`src/rtl/mfa_pkg.sv`:
```
package mfa_pkg;
  typedef enum logic {
    MODE_ONESHOT = 1'b0,
    MODE_CONT    = 1'b1
  } mfa_mode_e;
endpackage

```
`src/rtl/mfa_sref_det.sv`:
```
module mfa_sref_det #(
  parameter int SYNC_N = 2
) (
  input  logic clk,
  input  logic rst,
  input  logic sref_i,
  output logic edge_o
);
  logic [SYNC_N-1:0] sync_q;
  logic              hist_q;

  always_ff @(posedge clk) begin
    if (rst) begin
      sync_q <= '0;
      hist_q <= 1'b0;
    end else begin
      sync_q <= {sync_q[SYNC_N-2:0], sref_i};
      hist_q <= sync_q[SYNC_N-1];
    end
  end

  assign edge_o = sync_q[SYNC_N-1] & ~hist_q;

  // a level held high cannot yield events in consecutive cycles
  a_r2_single_event: assert property (@(posedge clk) disable iff (rst)
    edge_o |=> !edge_o);
endmodule

```
`src/rtl/mfa_lmfc_cnt.sv`:
```
module mfa_lmfc_cnt #(
  parameter int OCT_W = 8,
  parameter int FRM_W = 5
) (
  input  logic             clk,
  input  logic             rst,
  input  logic [OCT_W-1:0] oct_m1,
  input  logic [FRM_W-1:0] frm_m1,
  input  logic             realign,
  output logic             nat_wrap_o,
  output logic [OCT_W-1:0] oct_d_o,
  output logic [FRM_W-1:0] frm_d_o,
  output logic [FRM_W-1:0] frm_q_o,
  output logic             frame_stb_o,
  output logic             mf_stb_o
);
  logic [OCT_W-1:0] oct_q, nat_oct;
  logic [FRM_W-1:0] frm_q, nat_frm;

  always_comb begin
    nat_oct = oct_q + 1'b1;
    nat_frm = frm_q;
    if (oct_q >= oct_m1) begin
      nat_oct = '0;
      nat_frm = (frm_q >= frm_m1) ? '0 : frm_q + 1'b1;
    end
    nat_wrap_o = (nat_oct == '0) && (nat_frm == '0);
    oct_d_o    = realign ? '0 : nat_oct;
    frm_d_o    = realign ? '0 : nat_frm;
  end

  always_ff @(posedge clk) begin
    if (rst) begin
      oct_q       <= '0;
      frm_q       <= '0;
      frame_stb_o <= 1'b0;
      mf_stb_o    <= 1'b0;
    end else begin
      oct_q       <= oct_d_o;
      frm_q       <= frm_d_o;
      frame_stb_o <= (oct_d_o == '0);
      mf_stb_o    <= (oct_d_o == '0) && (frm_d_o == '0);
    end
  end

  assign frm_q_o = frm_q;

  // a realign request puts the counter at the multiframe start
  a_r5_realign_zero: assert property (@(posedge clk) disable iff (rst)
    realign |=> (oct_q == '0) && (frm_q == '0));

  // multiframe strobe lasts one cycle when a multiframe is longer than one octet
  a_r4_mf_single: assert property (@(posedge clk) disable iff (rst)
    (mf_stb_o && !realign && ((oct_m1 != '0) || (frm_m1 != '0))) |=> !mf_stb_o);
endmodule

```
`src/rtl/mfa_release.sv`:
```
module mfa_release #(
  parameter int OCT_W = 8,
  parameter int FRM_W = 5
) (
  input  logic             clk,
  input  logic             rst,
  input  logic [OCT_W-1:0] oct_d,
  input  logic [FRM_W-1:0] frm_d,
  input  logic [FRM_W-1:0] rel_off,
  input  logic             aligned_d,
  output logic             release_o
);
  always_ff @(posedge clk) begin
    if (rst) release_o <= 1'b0;
    else     release_o <= aligned_d && (oct_d == '0) && (frm_d == rel_off);
  end
endmodule

```
`src/rtl/mfclk_align.sv`:
```
module mfclk_align
  import mfa_pkg::*;
#(
  parameter int OCT_W  = 8,
  parameter int FRM_W  = 5,
  parameter int SYNC_N = 2
) (
  input  logic             clk,
  input  logic             rst,
  input  logic             sysref_i,
  input  logic             arm_i,
  input  logic             cfg_cont_i,
  input  logic [OCT_W-1:0] cfg_oct_m1_i,
  input  logic [FRM_W-1:0] cfg_frm_m1_i,
  input  logic [FRM_W-1:0] cfg_rel_off_i,
  output logic             frame_stb_o,
  output logic             mf_stb_o,
  output logic [FRM_W-1:0] frame_idx_o,
  output logic             aligned_o,
  output logic             adjusted_o,
  output logic             release_o
);
  mfa_mode_e        mode;
  logic             sref_edge, accept, armed_q, nat_wrap, aligned_d;
  logic [OCT_W-1:0] oct_d;
  logic [FRM_W-1:0] frm_d;

  assign mode      = mfa_mode_e'(cfg_cont_i);
  assign accept    = sref_edge && ((mode == MODE_CONT) || armed_q);
  assign aligned_d = aligned_o | accept;

  mfa_sref_det #(.SYNC_N(SYNC_N)) i_det (
    .clk(clk), .rst(rst), .sref_i(sysref_i), .edge_o(sref_edge)
  );

  mfa_lmfc_cnt #(.OCT_W(OCT_W), .FRM_W(FRM_W)) i_cnt (
    .clk(clk), .rst(rst), .oct_m1(cfg_oct_m1_i), .frm_m1(cfg_frm_m1_i),
    .realign(accept), .nat_wrap_o(nat_wrap), .oct_d_o(oct_d), .frm_d_o(frm_d),
    .frm_q_o(frame_idx_o), .frame_stb_o(frame_stb_o), .mf_stb_o(mf_stb_o)
  );

  mfa_release #(.OCT_W(OCT_W), .FRM_W(FRM_W)) i_rel (
    .clk(clk), .rst(rst), .oct_d(oct_d), .frm_d(frm_d),
    .rel_off(cfg_rel_off_i), .aligned_d(aligned_d), .release_o(release_o)
  );

  always_ff @(posedge clk) begin
    if (rst) begin
      armed_q    <= 1'b1;
      aligned_o  <= 1'b0;
      adjusted_o <= 1'b0;
    end else begin
      if (arm_i)                                armed_q <= 1'b1;
      else if (accept && mode == MODE_ONESHOT)  armed_q <= 1'b0;
      if (accept) begin
        aligned_o  <= 1'b1;
        adjusted_o <= ~nat_wrap;
      end
    end
  end

  // alignment is sticky until reset
  a_r6_aligned_sticky: assert property (@(posedge clk) disable iff (rst)
    aligned_o |=> aligned_o);

  // an accepted event shows as a multiframe start in the next cycle
  a_r5_accept_boundary: assert property (@(posedge clk) disable iff (rst)
    accept |=> aligned_o && mf_stb_o && (frame_idx_o == '0));

  // one-shot mode consumes the arming
  a_r7_oneshot_disarm: assert property (@(posedge clk) disable iff (rst)
    (accept && mode == MODE_ONESHOT && !arm_i) |=> !armed_q);

  // no release before alignment
  a_r8_release_aligned: assert property (@(posedge clk) disable iff (rst)
    release_o |-> aligned_o);
endmodule

```
`config.mk`:
```
export PLATFORM = sky130hd
export DESIGN_NAME = mfclk_align
export DESIGN_NICKNAME = d
export VERILOG_FILES = /design/src/rtl/mfa_pkg.sv /design/src/rtl/mfa_sref_det.sv /design/src/rtl/mfa_lmfc_cnt.sv /design/src/rtl/mfa_release.sv /design/src/rtl/mfclk_align.sv
export SDC_FILE = /design/constraint.sdc
export NUM_CORES = 1
export LEC_CHECK = 0
export BUFFER_PORTS_ARGS = -buffer_cell sky130_fd_sc_hd__clkbuf_2
export CAP_MARGIN = 5
export CORE_UTILIZATION = 25
export DETAILED_ROUTE_END_ITERATION = 7
export SLEW_MARGIN = 20
export SYNTH_ARGS = -nofsm -noshare
export SYNTH_HDL_FRONTEND = slang
export SYNTH_SLANG_ARGS = --single-unit
```
`constraint.sdc`:
```
create_clock -name clk -period 4.6 [get_ports clk]
set_input_delay 0.23 -clock clk [delete_from_list [all_inputs] [get_ports clk]]
set_output_delay 0.23 -clock clk [all_outputs]
set_load 0.01 [all_outputs]
```
==> results.json <==
{
  "setup_tns_ps": 0,
  "core_area_um2": 5540,
  "dr.pass1.iters": 4,
  "cp_max_fo": 16,
  "io_buffers": 32,
  "dp_hpwl_um": 2380,
  "ir_worst_vdd_uv": 144,
  "ant_nets": 0,
  "ioPinCount": 33,
  "powerDensity_nw_per_um2": 229,
  "r2r_end": "i_rel.release_o",
  "yosys_warnings": 0,
  "critPathLaunch": "i_cnt.oct_q[2]",
  "slew_violations": 0,
  "crit_end": "i_rel.release_o",
  "die_x_um": 78.2,
  "hp-start": "arm_i",
  "grt_max_degree": 17,
  "initial_core_util": 0.262,
  "routed_via_density": 4.58,
  "ys_types": 42,
  "cts_hold_buffers": 0,
  "vias": 1263,
  "report.final.hold_viol_count": 0,
  "synth-async-reset-ratio": 0,
  "startpoint_type": "flop",
  "synthFlopType": "dfxtp_1",
  "max_freq_ghz": 0.367,
  "diodes": 0,
  "synthTopCellsByCount": "22 x dfxtp_1, 20 x nor2_1, 15 x ha_1",
  "post_cts.repair.setup_buffers": 0,
  "cts.path.max_buffers": 2,
  "end_kind": "flop",
  "p_leak_nw": 0.798,
  "use_met1": 0.141,
  "ys_seq_area_frac": 0.304,
  "outcome": "finished, final reports clean",
  "reg2reg_slack_ps": 1880,
  "drc_errors": 0,
  "max_cap_violations": 0,
  "routed_wl_um": 2950,
  "yosys.area.top_type": "dfxtp_1",
  "required_ps": 4740,
  "grt_pass1_vias": 1129,
  "die_h_um": 78.2,
  "syn-num-nets": 211,
  "min_period_over_period": 0.592,
  "top_usage_layer": "met2",
  "path_clk_slew_ps": 80,
  "fin_skew_ps": 2.01,
  "ctsHtreeMaxLevel": 1,
  "r2r_cells": 9,
  "crit_slowest_cell": "mux4_2",
  "setup_viol": 0,
  "nNetsFinal": 243,
  "clockRootBuffer": "clkbuf_8",
  "use_met2": 0.154,
  "clk_latency_ps": 260,
  "grt_setup_unrepaired": "no",
  "path_cells": "ha_1, a211oi_2, o21ai_1, a21oi_4, nor2_2, a221oi_4, mux4_2, o32ai_1, nor4_2",
  "tightest_slew_ps": 506,
  "wl_per_cell_um": 10.7,
  "netlist_area_um2": 1450,
  "post_cts_resized": 0,
  "gr-usage-met3": 0.0256,
  "power.total_uw": 397,
  "yosysMostFrequentCell": "dfxtp_1",
  "synthTopCellsByArea": "dfxtp_1 30%, ha_1 13%, nor2_1 5.2%",
  "crit_arrival_ps": 2870,
  "min_period_ps": 2720,
  "cts_sinks": 22,
  "gp_congestion": 0.760,
  "slew_headroom": 0.660,
  "rows": 27,
  "die_area_um2": 6110,
  "synth_seq_cells": 22,
  "synth_top_area_share": 0.304,
  "synthCells": 173,
  "timing.critical_path.slowest_cell_delay_ps": 530,
  "cts_tree": "yes",
  "antenna_found_initial": 0,
  "hold_class": "input pin to flop",
  "drt-initial-drc-count": 57,
  "syn_to_final_growth_pct": 19.7,
  "numCtsBuffers": 3,
  "criticalPathCategory": "flop to flop",
  "layout-drive-gt1-share": 0.216,
  "synth-edff-count": 0,
  "grt_overflow": 0,
  "grt_first_pass_wirelength_um": 5040,
  "gr-usage-all-layers": 0.102,
  "synth.avg_cell_area_um2": 8.38,
  "r2r_start": "i_cnt.oct_q[2]"
}
==> stage by stage <==
step	cells	utilization	setup WS, ps	area [µm²]	hold slack, ps
CTS	276	0.313	1860	1740	149
detailed placement	272	0.303	1870	1680	425
floorplan	173	-	2140	1450	302
global route	276	0.313	1680	1740	159
finish	276	0.313	1880	1740	152
global placement	272	0.303	1920	1680	414
==> sequential cells by signal, summed over array words and instances, names as in the netlist <==
signal	cells
adjusted_o	1
aligned_o	1
armed_q	1
i_cnt.frame_stb_o	1
i_cnt.frm_q_o	5
i_cnt.mf_stb_o	1
i_cnt.oct_q	8
i_det.hist_q	1
i_det.sync_q	2
i_rel.release_o	1
==> final cells by class <==
cell class | count | area, µm²
Inverter | 14 | 52.6
Sequential cell | 22 | 440
Clock buffer | 4 | 55.1
Tap cell | 72 | 90.1
Timing Repair Buffer | 32 | 160
Fill cell | 618 | 3800
Multi-Input combinational cell | 132 | 937
==> worst max-delay path, delay by kind of cell, from the launching register on <==
family,cells,cell delay (ps)
muxes,1,530
AOI/OAI and AO/OA,5,1170
and+or+nand+nor,2,200
adders and majority gates,1,280
DFF,1,420
==> cell families after synthesis <==
family | after synthesis | synth area share
simple gates | 67 | 0.242
compound gates | 38 | 0.192
flops | 22 | 0.304
buf+inv | 19 | 0.0500
fa+ha+maj | 15 | 0.129
xor+xnor | 9 | 0.0544
mux | 3 | 0.0293
==> cell usage in the layout, fill, tap and decap left out, types with 4 or more instances in the layout <==
master,n
nor3b_1,4
clkbuf_8,4
a21oi_1,12
inv_1,14
nand3_1,6
nor2b_1,5
nor2_1,20
nand2_1,10
nor3_1,8
ha_1,15
dfxtp_1,22
clkbuf_2,32
xnor2_1,6
==> metal layers <==
layer	share of wire	routed length (µm)	vias to the layer above
li1	-	-	677
met1	0.51	1520	562
met2	0.44	1290	20
met3	0.040	117	4
met4	0.010	30	0
met5	0	0	-
==> power breakdown <==
part           leakage (nW)  total [mW]  internal, mW  switching (mW)
Sequential            0.179       0.201         0.196         0.00441
Combinational         0.590      0.0579        0.0268          0.0311
Clock                0.0288       0.138        0.0762          0.0620
==> worst min path at each step <==
| stage | end | slack [ps] | depth (start not counted) |
|---|---|---|---|
| finish | armed_q | 150 | 2 |
| global route | armed_q | 160 | 2 |
| CTS | armed_q | 150 | 2 |
| detailed placement | armed_q | 430 | 2 |
| global placement | armed_q | 410 | 2 |
| floorplan | i_det.hist_q | 300 | 1 |
Power figures use the tool's default switching activity.
